### src/rtl/psram_pkg.sv
package psram_pkg;
   typedef enum logic [1:0] {
      ACC_NONE = 2'd0,
      ACC_RD   = 2'd1,
      ACC_WR   = 2'd2
   } acc_e;

   // low two address bits of a burst beat
   function automatic logic [1:0] beat_lsb(input logic [1:0] start,
                                           input logic [1:0] cnt,
                                           input logic       ilv);
      return ilv ? (start ^ cnt) : (start + cnt);
   endfunction
endpackage

### src/rtl/psram_burst_seq.sv
module psram_burst_seq #(
   parameter int ADDR_W = 6
) (
   input  logic              clk,
   input  logic              rst_n,
   input  logic              load_i,
   input  logic [ADDR_W-1:0] load_addr_i,
   input  logic              step_i,
   input  logic              ilv_i,
   output logic [ADDR_W-1:0] acc_addr_o,
   output logic [1:0]        cnt_o
);
   import psram_pkg::*;

   logic [ADDR_W-1:0] base_q, base_now;
   logic [1:0]        cnt_q, cnt_now;

   always_comb begin
      if (load_i) begin
         base_now = load_addr_i;
         cnt_now  = 2'd0;
      end else begin
         base_now = base_q;
         cnt_now  = cnt_q + {1'b0, step_i};
      end
   end

   assign acc_addr_o = {base_now[ADDR_W-1:2], beat_lsb(base_now[1:0], cnt_now, ilv_i)};
   assign cnt_o      = cnt_q;

   always_ff @(posedge clk or negedge rst_n) begin
      if (!rst_n) begin
         base_q <= '0;
         cnt_q  <= 2'd0;
      end else begin
         base_q <= base_now;
         cnt_q  <= cnt_now;
      end
   end
endmodule

### src/rtl/psram_array.sv
module psram_array #(
   parameter int ADDR_W    = 6,
   parameter int NUM_BYTES = 4,
   parameter int BYTE_W    = 8
) (
   input  logic                        clk,
   input  logic [NUM_BYTES-1:0]        we_i,
   input  logic [ADDR_W-1:0]           addr_i,
   input  logic [NUM_BYTES*BYTE_W-1:0] wdata_i,
   output logic [NUM_BYTES*BYTE_W-1:0] rdata_o
);
   localparam int DEPTH = 1 << ADDR_W;

   for (genvar g = 0; g < NUM_BYTES; g++) begin : g_lane
      logic [BYTE_W-1:0] lane_mem [DEPTH];

      always_ff @(posedge clk) begin
         if (we_i[g]) lane_mem[addr_i] <= wdata_i[g*BYTE_W +: BYTE_W];
      end

      assign rdata_o[g*BYTE_W +: BYTE_W] = lane_mem[addr_i];
   end
endmodule

### src/rtl/psram_out_stage.sv
module psram_out_stage #(
   parameter int DATA_W = 32
) (
   input  logic              clk,
   input  logic              rst_n,
   input  logic              rd_i,
   input  logic              idle_i,
   input  logic [DATA_W-1:0] rdata_i,
   input  logic              oe_n_i,
   output logic [DATA_W-1:0] q_o,
   output logic              drv_o,
   output logic              q_en_o
);
   logic [DATA_W-1:0] data_q;
   logic              rd_q, ds_q, prv_q;

   always_ff @(posedge clk or negedge rst_n) begin
      if (!rst_n) begin
         data_q <= '0;
         rd_q   <= 1'b0;
         ds_q   <= 1'b0;
         prv_q  <= 1'b0;
      end else begin
         if (rd_i) data_q <= rdata_i;
         rd_q  <= rd_i;
         ds_q  <= idle_i;
         prv_q <= rd_q;
      end
   end

   // second stage keeps drivers on across the first deselected cycle
   assign drv_o  = rd_q | (ds_q & prv_q);
   assign q_en_o = drv_o & ~oe_n_i;
   assign q_o    = data_q;
endmodule

### src/rtl/psram_core.sv
module psram_core #(
   parameter int ADDR_W    = 6,
   parameter int NUM_BYTES = 4,
   parameter int BYTE_W    = 8
) (
   input  logic                        clk,
   input  logic                        rst_n,
   input  logic [ADDR_W-1:0]           addr_i,
   input  logic [NUM_BYTES*BYTE_W-1:0] wdata_i,
   input  logic                        cs1_n_i,
   input  logic                        cs2_i,
   input  logic                        cs3_n_i,
   input  logic                        pstb_n_i,
   input  logic                        cstb_n_i,
   input  logic                        adv_n_i,
   input  logic [NUM_BYTES-1:0]        bw_n_i,
   input  logic                        bwen_n_i,
   input  logic                        gw_n_i,
   input  logic                        order_i,
   input  logic                        oe_n_i,
   output logic [NUM_BYTES*BYTE_W-1:0] q_o,
   output logic                        q_en_o
);
   import psram_pkg::*;

   localparam int DATA_W = NUM_BYTES * BYTE_W;

   initial begin : p_param_chk
      if (ADDR_W < 2)    $fatal(1, "ADDR_W must cover the two burst bits");
      if (NUM_BYTES < 1) $fatal(1, "NUM_BYTES must be at least 1");
      if (BYTE_W < 1)    $fatal(1, "BYTE_W must be at least 1");
   end

   // input register stage
   logic [ADDR_W-1:0]    addr_q;
   logic [DATA_W-1:0]    wdata_q;
   logic                 cs1_n_q, cs2_q, cs3_n_q;
   logic                 pstb_n_q, cstb_n_q, adv_n_q;
   logic [NUM_BYTES-1:0] bw_n_q;
   logic                 bwen_n_q, gw_n_q, order_q;

   always_ff @(posedge clk or negedge rst_n) begin
      if (!rst_n) begin
         addr_q   <= '0;
         wdata_q  <= '0;
         cs1_n_q  <= 1'b1;
         cs2_q    <= 1'b0;
         cs3_n_q  <= 1'b1;
         pstb_n_q <= 1'b1;
         cstb_n_q <= 1'b1;
         adv_n_q  <= 1'b1;
         bw_n_q   <= '1;
         bwen_n_q <= 1'b1;
         gw_n_q   <= 1'b1;
         order_q  <= 1'b0;
      end else begin
         addr_q   <= addr_i;
         wdata_q  <= wdata_i;
         cs1_n_q  <= cs1_n_i;
         cs2_q    <= cs2_i;
         cs3_n_q  <= cs3_n_i;
         pstb_n_q <= pstb_n_i;
         cstb_n_q <= cstb_n_i;
         adv_n_q  <= adv_n_i;
         bw_n_q   <= bw_n_i;
         bwen_n_q <= bwen_n_i;
         gw_n_q   <= gw_n_i;
         order_q  <= order_i;
      end
   end

   // access decode
   logic                 sel, pload, load, active_q, active_now, step;
   logic [NUM_BYTES-1:0] mask_raw, we;
   logic [ADDR_W-1:0]    acc_addr;
   logic [DATA_W-1:0]    rdata;
   logic [1:0]           cnt;
   logic                 drv;
   acc_e                 acc;

   assign sel        = ~cs1_n_q & cs2_q & ~cs3_n_q;
   assign pload      = ~pstb_n_q & ~cs1_n_q;
   assign load       = pload | ~cstb_n_q;
   assign active_now = load ? sel : active_q;
   assign step       = ~load & active_q & ~adv_n_q;

   always_comb begin
      if (!gw_n_q)        mask_raw = '1;
      else if (!bwen_n_q) mask_raw = ~bw_n_q;
      else                mask_raw = '0;
   end

   always_comb begin
      if (!active_now)                 acc = ACC_NONE;
      else if (!pload && |mask_raw)    acc = ACC_WR;
      else                             acc = ACC_RD;
   end

   assign we = (acc == ACC_WR) ? mask_raw : '0;

   always_ff @(posedge clk or negedge rst_n) begin
      if (!rst_n) active_q <= 1'b0;
      else        active_q <= active_now;
   end

   psram_burst_seq #(.ADDR_W(ADDR_W)) u_seq (
      .clk        (clk),
      .rst_n      (rst_n),
      .load_i     (load),
      .load_addr_i(addr_q),
      .step_i     (step),
      .ilv_i      (order_q),
      .acc_addr_o (acc_addr),
      .cnt_o      (cnt)
   );

   psram_array #(.ADDR_W(ADDR_W), .NUM_BYTES(NUM_BYTES), .BYTE_W(BYTE_W)) u_mem (
      .clk    (clk),
      .we_i   (we),
      .addr_i (acc_addr),
      .wdata_i(wdata_q),
      .rdata_o(rdata)
   );

   psram_out_stage #(.DATA_W(DATA_W)) u_out (
      .clk    (clk),
      .rst_n  (rst_n),
      .rd_i   (acc == ACC_RD),
      .idle_i (acc == ACC_NONE),
      .rdata_i(rdata),
      .oe_n_i (oe_n_i),
      .q_o    (q_o),
      .drv_o  (drv),
      .q_en_o (q_en_o)
   );
endmodule

### config.mk
export PLATFORM = sky130hd
export DESIGN_NAME = psram_core
export DESIGN_NICKNAME = d
export VERILOG_FILES = /design/src/rtl/psram_pkg.sv /design/src/rtl/psram_burst_seq.sv /design/src/rtl/psram_array.sv /design/src/rtl/psram_out_stage.sv /design/src/rtl/psram_core.sv
export SDC_FILE = /design/constraint.sdc
export NUM_CORES = 2
export LEC_CHECK = 0
export ABC_AREA = 1
export BUFFER_PORTS_ARGS = -buffer_cell sky130_fd_sc_hd__buf_2
export CORE_AREA = 2 2 552 554
export DETAILED_ROUTE_END_ITERATION = 12
export DIE_AREA = 0 0 554 556
export PLACE_DENSITY = 0.42
export SETUP_SLACK_MARGIN = 0.3
export SKIP_LAST_GASP = 1
export SLEW_MARGIN = 20
export SYNTH_ARGS = -nofsm -noshare
export SYNTH_HDL_FRONTEND = slang
export SYNTH_SLANG_ARGS = --single-unit
### constraint.sdc
create_clock -name clk -period 8.8 [get_ports clk]
set_input_delay 0.44 -clock clk [delete_from_list [all_inputs] [get_ports clk]]
set_output_delay 0.44 -clock clk [all_outputs]
set_load 0.02 [all_outputs]
# == Word level (Yosys, flattened, before mapping) ==
# Memory sizes are Yosys's and may differ from the RTL's. A register that Yosys moved wholly into a read port is not among the register bits.
# Cells that the tools add are included.
# classes
n_addsub,2
order_cmp,0
n_mul,0
eq_ne,2
n_reduce_logical,8
bitwise,18
div_mod_pow,0
shifts,0
n_mux,17
# op_table
op,n
$mux 4,3
$mux 1,9
$mux 2,4
$and 1x1->1,7
$not 1->1,7
$mux 6,1
$logic_not 1->1,5
$not 4->4,1
$reduce_or 4->1,1
$add 2x1->2,1
$add 2x2->2,1
$eq 2x1->1 const B,1
$eq 2x2->1 const B,1
$logic_not 2->1,1
$or 1x1->1,2
$xor 2x2->2,1
$logic_and 1x1->1,1
# totals
romBits,0
ff_bits,63
n_memories,4
output_inout_bits,33
latchBits,0
ramBits,2048
# memory_table
memory,depth,word_bits,rd,rd_clocked_by_memory_dff,write_ports,line_no,text
u_mem.g_lane[0].lane_mem,64,8,1,1,1,psram_array.sv:15,logic [BYTE_W-1:0] lane_mem [DEPTH];
u_mem.g_lane[1].lane_mem,64,8,1,1,1,psram_array.sv:15,
u_mem.g_lane[2].lane_mem,64,8,1,1,1,psram_array.sv:15,
u_mem.g_lane[3].lane_mem,64,8,1,1,1,psram_array.sv:15,

# == Logic depth before layout (Yosys ltp) ==
# depth
depth_word,11
depth_mapped,28
mapped_depth_nobuf,25

# == Hierarchy ==
# From an unflattened synthesis, not the netlist that was laid out.
# hier_totals
cells_unflattened,8969
hier_area_um2,90569.4
# modules_own_cells
module,area_per_inst_um2,seq_area_each_um2,instances,cells_each
psram_array,87133.6,61499.0,1,8691
psram_out_stage,1505.2,875.8,1,142
psram_core,1483.9,1315.0,1,85
psram_burst_seq,446.7,200.2,1,51

# == Worst setup path after synthesis ==
# OpenSTA, ideal clock, no wires.
# synth_path
path_kind,reg-to-reg
startpoint,register cs1_n_q
endpoint,memory u_mem.g_lane[0].lane_mem[11][0] (enable)
synth_period_minus_slack_ns,3.333
path_stages_with_launch,20
required_ns,8.430
arrival_ns,2.963
setup_time_ns,0.370
setup_slack_ns,5.467
path_buffers,2
path_cell_list,dfstp_2 -> inv_2 -> nand2_2 -> nand2_4 -> nor3_1 -> ha_1 -> inv_1 -> nor2_1 -> ha_1 -> inv_1 -> nor2_1 -> nand3_1 -> nand2_2 -> nand2_4 -> buf_2 -> buf_2 -> nand3_1 -> nor2_2 -> nand2_1 -> nor2_1
# synth_via
elab_chain_cells,10
word_cells_on_any_way,23
# synth_rtl
element,line_no,text
start: declaration,psram_core.sv:37,"logic cs1_n_q, cs2_q, cs3_n_q;"
start signal: assignment,psram_core.sv:59,cs1_n_q <= cs1_n_i;
$not 1->1 (*),psram_core.sv:82,assign pload = ~pstb_n_q & ~cs1_n_q;
$and 1x1->1 (*),psram_core.sv:82,
$or 1x1->1 (*),psram_core.sv:83,assign load = pload | ~cstb_n_q;
$not 1->1,psram_core.sv:85,assign step = ~load & active_q & ~adv_n_q;
$and 1x1->1 (2 in series),psram_core.sv:85,
$add 2x1->2,psram_burst_seq.sv:24,"cnt_now = cnt_q + {1'b0, step_i};"
$mux 2 (*),psram_burst_seq.sv:19,if (load_i) begin
named net u_seq.cnt_now[0],psram_burst_seq.sv:16,"logic [1:0] cnt_q, cnt_now;"
$add 2x2->2 / $xor 2x2->2 (equally long branches),psram_pkg.sv:12,return ilv ? (start ^ cnt) : (start + cnt);
$mux 2 (*),psram_pkg.sv:12,
end: declaration,psram_array.sv:15,
# Mark *: on every way through the listed nets, which the timed path passes. The rest lies on a longest branch.

# == Final worst setup path ==
# layout_path
startpoint,register cs1_n_q
endpoint,memory u_mem.g_lane[0].lane_mem[31][3] (enable)
# The elaborated chain is that of the path after synthesis.

==> results.md <==
* Status: finished clean
* P_int at 17.4 mW
* Critical path buffer and inverter count at 4
* Setup slack, reg-to-reg at 3000 ps
* Post-Syn Nets at 8680
* Layout cell share with drive strength beyond 1 at 0.0762
* Most used cell, CP: nor2_1
* Warning count from the yosys run at 0
* Max FO, Critical Path at 49
* Port Buffers at 86
* Worst Reg-to-Reg Cells at 18
* Critical path cell sequence: inv_2 > nand2_2 > nand2_4 > nor3_1 > ha_1 > inv_1 > nor2_1 > ha_4 > inv_1 > nor2_1 > nand3_1 > nand3_4 > nand2_8 > nor2_1 > inv_2 > nor2_4 > nand2_1 > nor2_1
* # clock sinks at 2143
* Gr ovfl total at 0
* Net Sw Frac at 0.267
* Combinational share of power at 0.108
* Most frequent cells in the layout: nand2_1 (4819), edfxtp_1 (2048), nand3_1 (424), nor2_1 (321), clkbuf_16 (242)
* Die Height at 556 µm
* Post-route DRC violation count at 0
* Critical Path RT at 9320 ps
* Die ar. at 308000 µm²
* Placed cell area at 94800 µm²
* CP Launch Point: cs1_n_q
* P_sw at 6.33 mW
* Layout Area Growth over Synthesis at 14.0%
* Number of H-tree levels at 4
* Sequential element share of the synthesized area at 0.709
* Most common cell after layout, fill and taps aside: nand2_1
* Final Power at 23.7 mW
* Mapped cell area at 90200 µm²
* Hold Path Class: in2async
* Max Cap Viol at 0
* Fin Setup TNS at 0 ps
* Latest clock arrival within the worst-skew pair at 920 ps
* Power Density at 231 nW/µm²
* Vias at 60900
* Root Buffer: clkbuf_16
* Critical path launch point type: flop
* Final hold vios at 0
* Seq cells post-synth at 2143
* Layout Cells excl Fill at 12800
* Routed vias/inst at 4.74
* Top-Level Pins at 87
* Vias in the first global route at 59800
* Initial antenna violation count at 26
* Die W at 554 µm
* Pre-antenna DRT Iters at 8
* Clk network pwr share at 0.410
* Average routed wire per standard cell at 24.9 µm
* Final Max Tran Viols at 0
* Final number of setup-violating endpoints at 0
* Leakage power at 40.7 nW
* Largest net degree at the start of global routing at 163
* Layout fillers at 30300
* Nets@finish at 8689
* Crit-path leading delay family: simple AND/OR/NAND/NOR gates
* Setup CP Type: reg2reg
* Worst-case clock skew at 53.9 ps
* CTS tree: built
* Cells after DPL at 12300
* Max VDD drop at 0.167 mV
* DRT Wirelength at 319 mm
* Final period utilization at 0.660
* RSZ-0062 raised after global routing: false
* Design area at 103000 µm²
* WP data arrival at 6330 ps
* Gpl congestion at 0.804
* Syn Area/Cell at 10.5 µm²
* Seq pwr share at 0.483
* Clk buf depth at 4
* First-pass GRT wire length at 454 mm
* Slew @ Worst Pin at 1260 ps
* Rows at 202
* Total Routing Usage GR at 0.204
* Core area at 302000 µm²
* DP HPWL at 190 mm
* Starting Density at 0.299
* Num CTS Buffers at 237
* Final min period at 5800 ps
* Max incr delay on CP at 920 ps
* Rel. slew slack at 0.163
* First DRT Iteration DRCs at 5813
* Reg2Reg Capture Point: u_mem.g_lane[0].lane_mem[31][3]
* Post-CTS Setup Repair Bufs at 0
* Post-DRT Antenna Nets at 0
* Crit path max-delay cell type: nor2_1
* Fmax at 172 MHz
* Reg2reg start: cs1_n_q
* Post-Syn Instances at 8624
* Synth cell types at 30
* Critical Path Sink Type: flop
* Clock transition at path regs at 60 ps
==> cell families (layout without fill, tap and decap cells) <==
group / after synthesis / count (layout) / synth area share
AO/OA/AOI/OAI: 143 / 143 / 0.00813
multiplexers: 127 / 127 / 0.0141
AND/OR/NAND/NOR: 5645 / 5645 / 0.243
adder cells (fa/ha/maj): 2 / 2 / 0.000278
buffers and inverters: 564 / 767 / 0.0258
other: 0 / 28 / 0
flip-flops: 2143 / 2143 / 0.709
==> metal layers <==
metal | up-vias | wire, µm | track usage
met5 | - | 68 | 0
met4 | 14 | 9400 | 0.0619
met3 | 396 | 16900 | 0.0271
met2 | 1636 | 148000 | 0.328
met1 | 30300 | 145000 | 0.285
li1 | 28500 | - | -
==> synth_stat cells <==
cell type  count  area share
dfstp_2       11      0.0032
nor2_4         7     0.00087
edfxtp_1    2048        0.68
buf_2        107      0.0059
o21ai_0       80      0.0044
o21ai_1       52      0.0029
nand2_1     4824        0.20
ha_1           2     0.00028
o41ai_1        1    0.000097
nor2_1       335       0.014
o21a_1         1    0.000083
buf_1         51      0.0021
or2_1          4     0.00028
mux2i_1      127       0.014
a21oi_1        6     0.00033
nor2_2         2     0.00014
nand4_1        2     0.00014
o21ai_2        3     0.00029
inv_1         66      0.0027
buf_6          5     0.00062
dfrtp_1       84       0.023
nor3_1         9     0.00050
buf_4         11     0.00092
clkbuf_1     314       0.013
nand2_4        2     0.00025
nand3_2        1     0.00011
inv_2         10     0.00042
nand3_1      424       0.024
or2_2         29      0.0020
nand2_2        6     0.00042
==> registers in the layout, indices dropped and copies added, names as in the netlist, 2 cells and up <==
name	flops
u_mem.g_lane.lane_mem	2048
u_out.q_o	32
bw_n_q	4
u_seq.base_q	6
addr_q	6
wdata_q	32
u_seq.cnt_o	2
==> layout make-up <==
class / count / area [µm²] / share of cell area
sequential: 2143 / 63900 / 0.622
clock inverter: 124 / 987 / 0.00960
tap: 3978 / 4980 / 0.0484
clock buffer: 309 / 6430 / 0.0625
multi-input combinational: 5917 / 24100 / 0.234
inverter: 76 / 302 / 0.00293
timing repair buffer: 258 / 2040 / 0.0198
antenna: 28 / 70.1 / 0.000681
==> power by group through the flow <==
stage / clock network, mW / logic, mW / registers, mW
6_report: 9.73 / 2.55 / 11.5
5_1_grt: 10.3 / 2.82 / 11.5
3_3_place_gp: 0 / 2.57 / 11.7
2_1_floorplan: 0 / 1.42 / 11.6
4_1_cts: 9.92 / 2.58 / 11.5
3_5_place_dp: 0 / 2.55 / 11.7
==> timing repair <==
action	in CTS	in global routing
hold buffers	52	0
resized for setup	0	0
endpoints found under the hold margin	86	0
==> through the flow <==
stage / util / setup WS, ps / hold slack, ps
after floorplan: - / 5470 / 144
after global placement: 0.314 / 2960 / 372
after detailed placement: 0.314 / 3020 / 359
after CTS: 0.340 / 2990 / 43.4
after global routing: 0.340 / 2770 / 74.2
final: 0.340 / 3000 / 52.7
==> worst max path at each step <==
stage                                                  to  cells past startpoint  slack [ps]
after floorplan           u_mem.g_lane[0].lane_mem[11][0]                     19        5470
after global placement    u_mem.g_lane[3].lane_mem[23][7]                     18        2960
after detailed placement  u_mem.g_lane[3].lane_mem[23][7]                     18        3020
after CTS                 u_mem.g_lane[3].lane_mem[23][2]                     18        2990
after global routing      u_mem.g_lane[0].lane_mem[30][7]                     18        2770
final                     u_mem.g_lane[0].lane_mem[31][3]                     18        3000
(Power assumes the default switching activity.)
